<file path="src/rtl/irq_route_pkg.sv">
package irq_route_pkg;

  typedef enum logic [1:0] {
    OP_NONE     = 2'd0,
    OP_ASSERT   = 2'd1,
    OP_DEASSERT = 2'd2,
    OP_PULSE    = 2'd3
  } irq_op_e;

  // Fields of a routing entry that this block consumes.
  typedef struct packed {
    logic [7:0] dest;
    logic       mask;
    logic       level;
    logic       logical;
    logic [2:0] mode;
    logic [7:0] vec;
  } route_t;

  localparam route_t ROUTE_RESET = '{dest: 8'h00, mask: 1'b1, level: 1'b0,
                                     logical: 1'b0, mode: 3'd0, vec: 8'h00};

  function automatic route_t unpack_route(input logic [63:0] d);
    route_t r;
    r.vec     = d[7:0];
    r.mode    = d[10:8];
    r.logical = d[11];
    r.level   = d[15];
    r.mask    = d[16];
    r.dest    = d[63:56];
    return r;
  endfunction

endpackage

</file>
<file path="src/rtl/irq_prio_pick.sv">
module irq_prio_pick #(
  parameter int NPINS = 24,
  localparam int PIN_W = $clog2(NPINS)
) (
  input  logic [NPINS-1:0] req,
  output logic             any,
  output logic [PIN_W-1:0] idx
);
  always_comb begin
    any = |req;
    idx = '0;
    for (int i = NPINS - 1; i >= 0; i--) begin
      if (req[i]) idx = PIN_W'(i);
    end
  end
endmodule

</file>
<file path="src/rtl/irq_pin_slice.sv">
module irq_pin_slice
  import irq_route_pkg::*;
#(
  parameter int IDX   = 0,
  parameter int PIN_W = 5,
  parameter int CNT_W = 8
) (
  input  logic             clk,
  input  logic             rst_n,
  input  logic             req_ok,
  input  logic [PIN_W-1:0] req_pin,
  input  irq_op_e          req_op,
  input  logic             eoi_valid,
  input  logic [7:0]       eoi_vec,
  input  logic             wr_valid,
  input  logic [PIN_W-1:0] wr_pin,
  input  route_t           wr_route,
  input  logic             grant,
  output route_t           route_q,
  output logic             pend_q,
  output logic             rirr_q,
  output logic             neg
);
  logic [CNT_W-1:0] cnt_q, cnt_n;
  route_t route_n;
  logic req_hit, wr_hit, eoi_hit, rirr_mid;
  logic fire_req, fire_eoi, fire_wr, fire;
  logic cnt_pos;

  function automatic logic [CNT_W-1:0] cnt_step(input logic [CNT_W-1:0] c,
                                                input irq_op_e op);
    case (op)
      OP_ASSERT:   return c + CNT_W'(1);
      OP_DEASSERT: return c - CNT_W'(1);
      default:     return c;
    endcase
  endfunction

  assign req_hit  = req_ok && (req_pin == PIN_W'(IDX));
  assign wr_hit   = wr_valid && (wr_pin == PIN_W'(IDX));
  assign cnt_n    = req_hit ? cnt_step(cnt_q, req_op) : cnt_q;
  assign cnt_pos  = !cnt_n[CNT_W-1] && (cnt_n != '0);
  assign route_n  = wr_hit ? wr_route : route_q;

  assign eoi_hit  = eoi_valid && rirr_q && (route_q.vec == eoi_vec);
  assign rirr_mid = rirr_q && !eoi_hit;

  assign fire_req = req_hit && (req_op == OP_ASSERT || req_op == OP_PULSE) &&
                    (cnt_q == '0);
  assign fire_eoi = eoi_hit && cnt_pos;
  assign fire_wr  = wr_hit && !rirr_mid && cnt_pos;
  assign fire     = (fire_req || fire_eoi || fire_wr) && !route_n.mask;

  always_ff @(posedge clk) begin
    if (!rst_n) begin
      cnt_q   <= '0;
      route_q <= ROUTE_RESET;
      pend_q  <= 1'b0;
      rirr_q  <= 1'b0;
    end else begin
      cnt_q   <= cnt_n;
      route_q <= route_n;
      pend_q  <= (pend_q && !grant) || fire;
      rirr_q  <= rirr_mid || (fire && route_n.level);
    end
  end

  assign neg = cnt_q[CNT_W-1];

  // an assert raises the count by exactly one
  a_r1_count_up: assert property (@(posedge clk) disable iff (!rst_n)
    req_hit && req_op == OP_ASSERT |=> cnt_q == $past(cnt_q) + CNT_W'(1));

  // a pin only becomes pending under an unmasked entry
  a_r4_mask_blocks: assert property (@(posedge clk) disable iff (!rst_n)
    $rose(pend_q) |-> !route_q.mask);

  // remote IRR is only raised together with a pending delivery
  a_r5_rirr_with_pend: assert property (@(posedge clk) disable iff (!rst_n)
    $rose(rirr_q) |-> pend_q && route_q.level);

  // a matching end-of-interrupt with nothing asserted clears remote IRR
  a_r6_eoi_clears: assert property (@(posedge clk) disable iff (!rst_n)
    eoi_hit && !req_hit && !wr_hit && (cnt_q[CNT_W-1] || cnt_q == '0)
      |=> !rirr_q);
endmodule

</file>
<file path="src/rtl/irq_dlv_stage.sv">
module irq_dlv_stage
  import irq_route_pkg::*;
#(
  parameter int NPINS = 24,
  localparam int PIN_W = $clog2(NPINS)
) (
  input  logic             clk,
  input  logic             rst_n,
  input  logic [NPINS-1:0] pend,
  input  route_t           routes [NPINS],
  output logic [NPINS-1:0] grant,
  output logic             out_valid,
  input  logic             out_ready,
  output route_t           out_route
);
  logic             any;
  logic [PIN_W-1:0] sel;
  logic             load;

  irq_prio_pick #(.NPINS(NPINS)) u_pick (.req(pend), .any(any), .idx(sel));

  assign load  = !out_valid || out_ready;
  assign grant = (load && any) ? (NPINS'(1) << sel) : '0;

  always_ff @(posedge clk) begin
    if (!rst_n) begin
      out_valid <= 1'b0;
      out_route <= ROUTE_RESET;
    end else if (load) begin
      out_valid <= any;
      if (any) out_route <= routes[sel];
    end
  end

  // an offered message stays put until accepted
  a_r10_hold: assert property (@(posedge clk) disable iff (!rst_n)
    out_valid && !out_ready |=> out_valid && $stable(out_route));

  // at most one pin is granted per cycle
  a_r10_one_grant: assert property (@(posedge clk) disable iff (!rst_n)
    $onehot0(grant));
endmodule

</file>
<file path="src/rtl/irq_route_engine.sv">
module irq_route_engine
  import irq_route_pkg::*;
#(
  parameter int NPINS = 24,
  parameter int CNT_W = 8,
  localparam int PIN_W = $clog2(NPINS)
) (
  input  logic             clk,
  input  logic             rst_n,
  input  logic             req_valid,
  input  logic [PIN_W-1:0] req_pin,
  input  logic [1:0]       req_op,
  output logic             req_err,
  input  logic             eoi_valid,
  input  logic [7:0]       eoi_vec,
  input  logic             wr_valid,
  input  logic [PIN_W-1:0] wr_pin,
  input  logic [63:0]      wr_data,
  output logic             dlv_valid,
  input  logic             dlv_ready,
  output logic [7:0]       dlv_vector,
  output logic [7:0]       dlv_dest,
  output logic             dlv_phys,
  output logic [2:0]       dlv_mode,
  output logic             dlv_level,
  output logic [NPINS-1:0] rirr,
  output logic [NPINS-1:0] cnt_neg
);
  logic             req_ok, req_bad;
  route_t           wr_route;
  route_t           routes [NPINS];
  logic [NPINS-1:0] pend, grant;
  route_t           out_route;
  logic             unused_wr_bits;

  assign req_ok   = req_valid && (32'(req_pin) < NPINS);
  assign req_bad  = req_valid && !req_ok;
  assign wr_route = unpack_route(wr_data);
  assign unused_wr_bits = ^{wr_data[55:17], wr_data[14:12]};

  always_ff @(posedge clk) begin
    if (!rst_n) req_err <= 1'b0;
    else        req_err <= req_bad;
  end

  for (genvar p = 0; p < NPINS; p++) begin : g_pin
    irq_pin_slice #(.IDX(p), .PIN_W(PIN_W), .CNT_W(CNT_W)) u_slice (
      .clk(clk), .rst_n(rst_n),
      .req_ok(req_ok), .req_pin(req_pin), .req_op(irq_op_e'(req_op)),
      .eoi_valid(eoi_valid), .eoi_vec(eoi_vec),
      .wr_valid(wr_valid), .wr_pin(wr_pin), .wr_route(wr_route),
      .grant(grant[p]),
      .route_q(routes[p]), .pend_q(pend[p]), .rirr_q(rirr[p]),
      .neg(cnt_neg[p])
    );
  end

  irq_dlv_stage #(.NPINS(NPINS)) u_dlv (
    .clk(clk), .rst_n(rst_n), .pend(pend), .routes(routes), .grant(grant),
    .out_valid(dlv_valid), .out_ready(dlv_ready), .out_route(out_route)
  );

  assign dlv_vector = out_route.vec;
  assign dlv_dest   = out_route.dest;
  assign dlv_phys   = !out_route.logical;
  assign dlv_mode   = out_route.mode;
  assign dlv_level  = out_route.level;

  // an out-of-range request is flagged in the next cycle
  a_r9_reject: assert property (@(posedge clk) disable iff (!rst_n)
    req_bad |=> req_err);
endmodule

</file>
<file path="config.mk">
export PLATFORM = sky130hd
export DESIGN_NAME = irq_route_engine
export DESIGN_NICKNAME = d
export VERILOG_FILES = /design/src/rtl/irq_route_pkg.sv /design/src/rtl/irq_prio_pick.sv /design/src/rtl/irq_pin_slice.sv /design/src/rtl/irq_dlv_stage.sv /design/src/rtl/irq_route_engine.sv
export SDC_FILE = /design/constraint.sdc
export NUM_CORES = 2
export LEC_CHECK = 0
export BUFFER_PORTS_ARGS = -buffer_cell sky130_fd_sc_hd__buf_2
export CAP_MARGIN = 10
export CORE_MARGIN = 2
export CORE_UTILIZATION = 45
export CTS_BUF_LIST = sky130_fd_sc_hd__clkbuf_4
export CTS_CLUSTER_DIAMETER = 60
export DETAILED_ROUTE_END_ITERATION = 10
export PLACE_DENSITY_LB_ADDON = 0.1
export SLEW_MARGIN = 20
export SYNTH_ARGS = -nofsm -noshare
export SYNTH_HDL_FRONTEND = slang
export SYNTH_SLANG_ARGS = --single-unit
</file>
<file path="constraint.sdc">
create_clock -name clk -period 19.22 [get_ports clk]
set_input_delay 1.922 -clock clk [delete_from_list [all_inputs] [get_ports clk]]
set_output_delay 1.922 -clock clk [all_outputs]
set_load 0.01 [all_outputs]
</file>
; ---- Word-level counts from Yosys, hierarchy flattened
; Cells that the tools add are included.
[word_totals]
regBits = 791
latchBits = 0
ramBits = 0
mem_bits_ro = 0
out_inout_bits = 71
memories = 0
[classes]
add_sub_neg = 48
n_mul = 0
n_div = 0
magnitude_cmp = 2
n_eq_ne = 73
shifts = 1
n_mux = 100
bitwise_logic = 1
reduce_logical = 612
[op_table]
columns = op, count
row1 = $pmux W8 S2, 24
row2 = $logic_and A1 B1 Y1, 339
row3 = $mux W14, 24
row4 = $add A8 B1 Y8 const B, 24
row5 = $eq A8 B8 Y1, 24
row6 = $logic_not A8 Y1, 24
row7 = $mux W8, 24
row8 = $reduce_bool A8 Y1, 24
row9 = $sub A8 B1 Y8 const B, 24
row10 = $logic_not A1 Y1, 123
row11 = $mux W5, 24
row12 = $bmux W22 S5, 1
row13 = $logic_or A1 B1 Y1, 98
row14 = $eq A5 B4 Y1 const B, 16
row15 = $eq A5 B5 Y1 const B, 16
row16 = $mux W22, 2
row17 = $eq A5 B3 Y1 const B, 8
row18 = $mux W24, 1
row19 = $reduce_or A24 Y1, 1
row20 = $shl A1 B5 Y24 const A, 1
row21 = $eq A5 B2 Y1 const B, 4
row22 = $eq A5 B1 Y1 const B, 2
row23 = $logic_not A5 Y1, 2
row24 = $ge A6 B6 Y1 const B, 1
row25 = other kinds (5), 6

; ---- Longest topological paths before layout
[logic_depth]
word_depth = 29
mapped_depth = 14
depth_no_buf = 12

; ---- Modules after synthesis
; A second synthesis with hierarchy kept.
[unflattened]
cells_unflattened = 6281
hier_area_um2 = 52608.0
[modules_own_cells]
columns = module, instances, cells_each, area_per_inst_um2
row1 = irq_pin_slice (g_pin[10].u_slice ...), 4, 223, 1975.6
row2 = irq_dlv_stage, 1, 480, 5147.4
row3 = irq_pin_slice (g_pin[11].u_slice ...), 2, 252, 2063.2
row4 = irq_pin_slice (g_pin[21].u_slice ...), 2, 222, 2003.2
row5 = irq_pin_slice (g_pin[13].u_slice ...), 2, 247, 1969.4
row6 = irq_pin_slice (g_pin[1].u_slice ...), 2, 251, 1963.1
row7 = irq_pin_slice (g_pin[17].u_slice ...), 2, 228, 1913.1
row8 = irq_pin_slice (g_pin[4].u_slice ...), 2, 232, 1905.6
row9 = irq_pin_slice (g_pin[20].u_slice), 1, 253, 1994.4
row10 = irq_pin_slice (g_pin[0].u_slice), 1, 249, 1965.6
row11 = irq_pin_slice (g_pin[3].u_slice), 1, 249, 1955.6
row12 = irq_pin_slice (g_pin[15].u_slice), 1, 255, 1954.4
row13 = irq_pin_slice (g_pin[19].u_slice), 1, 251, 1950.6
row14 = irq_pin_slice (g_pin[12].u_slice), 1, 246, 1948.1
row15 = +4 rows, n/a, n/a, n/a

; ---- Worst setup path after synthesis
; Ideal clock, no wire load.
[synth_timing]
kind = input -> register
startpoint = in req_op[0]
endpoint = reg g_pin[0].u_slice.pend_q
setup_time_ns = 0.132
t_arrival_ns = 8.075
slack_ns = 11.013
path_stages = 12
n_path_buf = 0
path_cell_list = inv_1 ha_1 ha_1 a21o_1 a21oi_1 o21bai_1 a211o_1 a2111oi_0 o221ai_1 and4_1 o21ai_0 a21oi_1
[synth_via]
elab_chain_cells = 10
word_cells_on_any_way = 17
classes_between = eq/ne (3) / mux (2) / reduce/logical (12)
[synth_lines]
columns = element, line
row1 = from (decl), irq_route_engine.sv:12  ; input logic [1:0] req_op,
row2 = $eq A2 B2 Y1 / $eq A2 B1 Y1 (equally long branches), "irq_pin_slice.sv:32, irq_pin_slice.sv:48"
row3 = $pmux W8 S2, irq_pin_slice.sv:32  ; case (op)
row4 = $mux W8, irq_pin_slice.sv:41  ; assign cnt_n = req_hit ? cnt_step(cnt_q, req_op) : cnt_q;
row5 = $reduce_bool A8 Y1 / $logic_not A1 Y1 (equally long branches), irq_pin_slice.sv:42  ; assign cnt_pos = !cnt_n[CNT_W-1] && (cnt_n != '0);
row6 = $logic_and A1 B1 Y1, irq_pin_slice.sv:42
row7 = $logic_and A1 B1 Y1, irq_pin_slice.sv:50  ; assign fire_eoi = eoi_hit && cnt_pos;
row8 = $logic_or A1 B1 Y1, irq_pin_slice.sv:52  ; assign fire = (fire_req || fire_eoi || fire_wr) && !route_n.mask;
row9 = $logic_or A1 B1 Y1 *, irq_pin_slice.sv:52
row10 = $logic_and A1 B1 Y1 *, irq_pin_slice.sv:52
row11 = $logic_or A1 B1 Y1 *, irq_pin_slice.sv:63  ; pend_q <= (pend_q && !grant) || fire;
row12 = to (signal assigned), irq_pin_slice.sv:63
row13 = to (decl), irq_pin_slice.sv:20  ; output logic pend_q,
; Every way passes the cells marked *; elsewhere a longest branch is shown, timed or not.
; A chain may end at the register's enable or synchronous reset.

; ---- Final worst setup path
[layout_timing]
startpoint = in req_op[0]
endpoint = reg g_pin[22].u_slice.pend_q
[layout_via]
elab_chain_cells = 10
word_cells_on_any_way = 17
classes_between = eq/ne (3) / mux (2) / reduce/logical (12)
[layout_lines]
columns = element, line
row1 = $eq A2 B2 Y1 / $eq A2 B1 Y1 (equally long branches), "irq_pin_slice.sv:32, irq_pin_slice.sv:48"
row2 = $pmux W8 S2, irq_pin_slice.sv:32
row3 = $mux W8, irq_pin_slice.sv:41
row4 = $reduce_bool A8 Y1 / $logic_not A1 Y1 (equally long branches), irq_pin_slice.sv:42
row5 = $logic_and A1 B1 Y1, irq_pin_slice.sv:42
row6 = $logic_and A1 B1 Y1, irq_pin_slice.sv:50
row7 = $logic_or A1 B1 Y1, irq_pin_slice.sv:52
row8 = $logic_or A1 B1 Y1 *, irq_pin_slice.sv:52
row9 = $logic_and A1 B1 Y1 *, irq_pin_slice.sv:52
row10 = $logic_or A1 B1 Y1 *, irq_pin_slice.sv:63
row11 = to (signal assigned), irq_pin_slice.sv:63
row12 = to (decl), irq_pin_slice.sv:20
; Marked as above.

==> reports/metrics.yaml <==
status: "finished clean"
io_pins: 161
die-area_mm2: 0.0958
first_pass_iters: 6
hpwl_mm: 92.6
ant_nets: 0
clk_latency_ns: 1.18
max_cap_violations: 0
synthCells: 5351
overflow: 0
syn_avg_cell_area_um2: 7.85
skew_ns: 0.0655
dp_slack_ns: 12.68
min_path_type: "reg -> reg"
synth_top_area_share_pct: 37.7
clock_path_buffers: 3
finalSetupViolations: 0
clock-root-buffer: "clkbuf_4"
vdd_drop_max_v: 0.0000542
max_freq_mhz: 184
drt_iter0_drc: 3382
yosys_warnings: 0
die_w_um: 309
rsz0062_at_grt: "no"
cts.repair.resized: 0
cts_tree: "done"
vias: 38600
crit_path_end_kind: "flip-flop"
core_mm2: 0.0929
placement_rows: 112
grt_pass1_wl_mm: 215
slew_violations: 0
synth-seq-cells: 791
cp-start-kind: "input pin"
syn_area_mm2: 0.0420
fin_util_pct: 49.1
postCtsHoldBufs: 0
fp.dieH_um: 309
antenna_found_initial: 21
setup_ws_ns: 13.79
synth-edff-count: 0
wire_per_inst_um: 20.8
tightest_slew_ns: 1.21
hold_viol_final: 0
crit_required_ns: 20.21
syn-num-nets: 5612
p_leak_nw: 17.2
netlist-cell-type-count: 91
nets: 5594
drive_above_1_share_pct: 11.3
area_delta_synth_final_pct: 8.70
cts_num_sinks: 791
cts_buffers: 219
first_global_vias: 36500
synth_ff_type: "dfxtp_1"
synth_area_leaders: "dfxtp_1 38%, nand2_1 11%, a21oi_1 8.8%"
path_max_fanout: 54
grt_max_degree: 214
grt_usage_pct: 28.8
cp.arrival_ns: 6.42
wirelength_mm: 141
via_per_inst: 5.72
yosysSeqAreaShare_pct: 37.7
cts_setup_buffers: 0
fin_crit_ns: 5.43
drcViolationCount: 0
start_util_pct: 45.2
critPathKind: "in -> reg"
power.density_mw_per_mm2: 75.1
path_clk_slew_ns: 0.06
async_reset_ff_share_pct: 0
relSlewSlack_pct: 19.4
io_buffers: 118
gp_congestion: 0.896
period_share_pct: 28.3
htreeDepth: 4
final.setup.tns_ns: 0
synth_area_leader_cell: "dfxtp_1"
## cell families after synthesis
| logic type | count (synthesis) | share of synthesized area [%] |
|---|---|---|
| mux | 78 | 1.87 |
| flops | 791 | 37.7 |
| xor+xnor | 330 | 6.88 |
| fa+ha+maj | 171 | 5.52 |
| simple gates | 2094 | 21.8 |
| buf+inv | 492 | 5.33 |
| compound gates | 1395 | 20.9 |
## sequential cells by signal, indices dropped and copies added, names as in the netlist
| signal | count |
|---|---|
| g_pin.u_slice.route_q | 528 |
| g_pin.u_slice.cnt_q | 192 |
| g_pin.u_slice.pend_q | 24 |
| g_pin.u_slice.rirr_q | 24 |
| u_dlv.out_route | 21 |
| req_err | 1 |
| u_dlv.out_valid | 1 |
## metrics by stage
| stage | hold slack [ns] | total power [W] | area (µm²) | cells |
|---|---|---|---|---|
| 2_1_floorplan | 0.433 | 0.00184 | 42000 | 5351 |
| 3_3_place_gp | 0.441 | 0.00191 | 42800 | 6366 |
| 3_5_place_dp | 0.446 | 0.00191 | 42800 | 6366 |
| 4_1_cts | 0.455 | 0.00346 | 45600 | 6744 |
| 5_1_grt | 0.468 | 0.00357 | 45600 | 6759 |
| 6_report | 0.454 | 0.00343 | 45600 | 6761 |
## synth_stat cells, drive strengths merged (14+ instances only)
| cell type | instances |
|---|---|
| mux2i | 74 |
| a21o | 58 |
| o211ai | 16 |
| and2 | 46 |
| o21a | 28 |
| buf | 131 |
| a31oi | 28 |
| nor4 | 62 |
| a22oi | 22 |
| o21ai | 105 |
| o31ai | 20 |
| or3 | 27 |
| or4 | 29 |
| nand3 | 60 |
| xnor2 | 217 |
| a2111oi | 17 |
| nand4 | 52 |
| o22ai | 57 |
| fa | 24 |
| nor2b | 17 |
| clkbuf | 297 |
| dfxtp | 791 |
| a21oi | 739 |
| nor3 | 132 |
| ha | 147 |
| or2 | 14 |
| nand2b | 21 |
| and3 | 16 |
| a221o | 52 |
| o21bai | 42 |
| nor2 | 296 |
| nand2 | 1274 |
| inv | 64 |
| xor2 | 113 |
| a211oi | 37 |
| a221oi | 90 |
## routing by layer
metal	track usage, %	vias up	share of wire (%)
met3	6.76	230	7.7
met2	45.3	1264	45
met1	39.1	18400	45
met5	0	-	0.021
met4	8.59	4	2.1
li1	-	18800	-
## final timing paths
| kind | from | endpoint | slack, ns | cells past startpoint |
|---|---|---|---|---|
| worst max register to register | g_pin[19].u_slice.pend_q | u_dlv.out_route[19] | 14.92 | 10 |
| worst min register to register | g_pin[7].u_slice.route_q[9] | g_pin[7].u_slice.route_q[9] | 0.45 | 2 |
| worst min-delay path | g_pin[7].u_slice.route_q[9] | g_pin[7].u_slice.route_q[9] | 0.45 | 2 |
| worst max-delay path | req_op[0] | g_pin[22].u_slice.pend_q | 13.79 | 15 |
## layout make-up
cell class	instances	area, µm²
diodes	17	42.5
clock buffers	326	2450
clock inverters	52	305
fillers	9306	47300
inverters	64	248
multi-input cells	4068	24100
flip-flops and latches	791	15800
well taps	1254	1570
repair buffers	189	1140
## power breakdown
part	switching (W)	leakage, nW	internal (W)
logic	0.000159	9.17	0.0000615
registers	0.00000727	6.38	0.00165
clock network	0.000762	1.64	0.000788
total	0.000928	17.2	0.00250
## critical path, stage by stage
cell and delay [ns]:
buf_2 0.11, inv_1 0.09, ha_4 0.48, buf_4 0.63, buf_4 0.68, ha_1 0.36
a21o_1 0.16, a21oi_1 0.21, o21bai_1 0.12, a2111oi_0 0.58, o311ai_0 0.23, o41ai_1 0.14
xnor2_1 0.15, a32oi_1 0.39, a21oi_1 0.11
## cell usage in the layout, fill, tap and decap left out, types with 57 or more instances in the layout
cell and n:
buf_4 71, inv_1 63, buf_2 117, xor2_1 113, o21ai_0 93, nor3_1 117, nand3_1 59, ha_1 146
mux2i_1 74, nor4_1 59, xnor2_1 217, nand2_1 1271, a21o_1 58, clkbuf_4 326, a21oi_1 738, nor2_1 283
o22ai_1 57, a221oi_1 78, dfxtp_1 791
(Power assumes the default switching activity.)
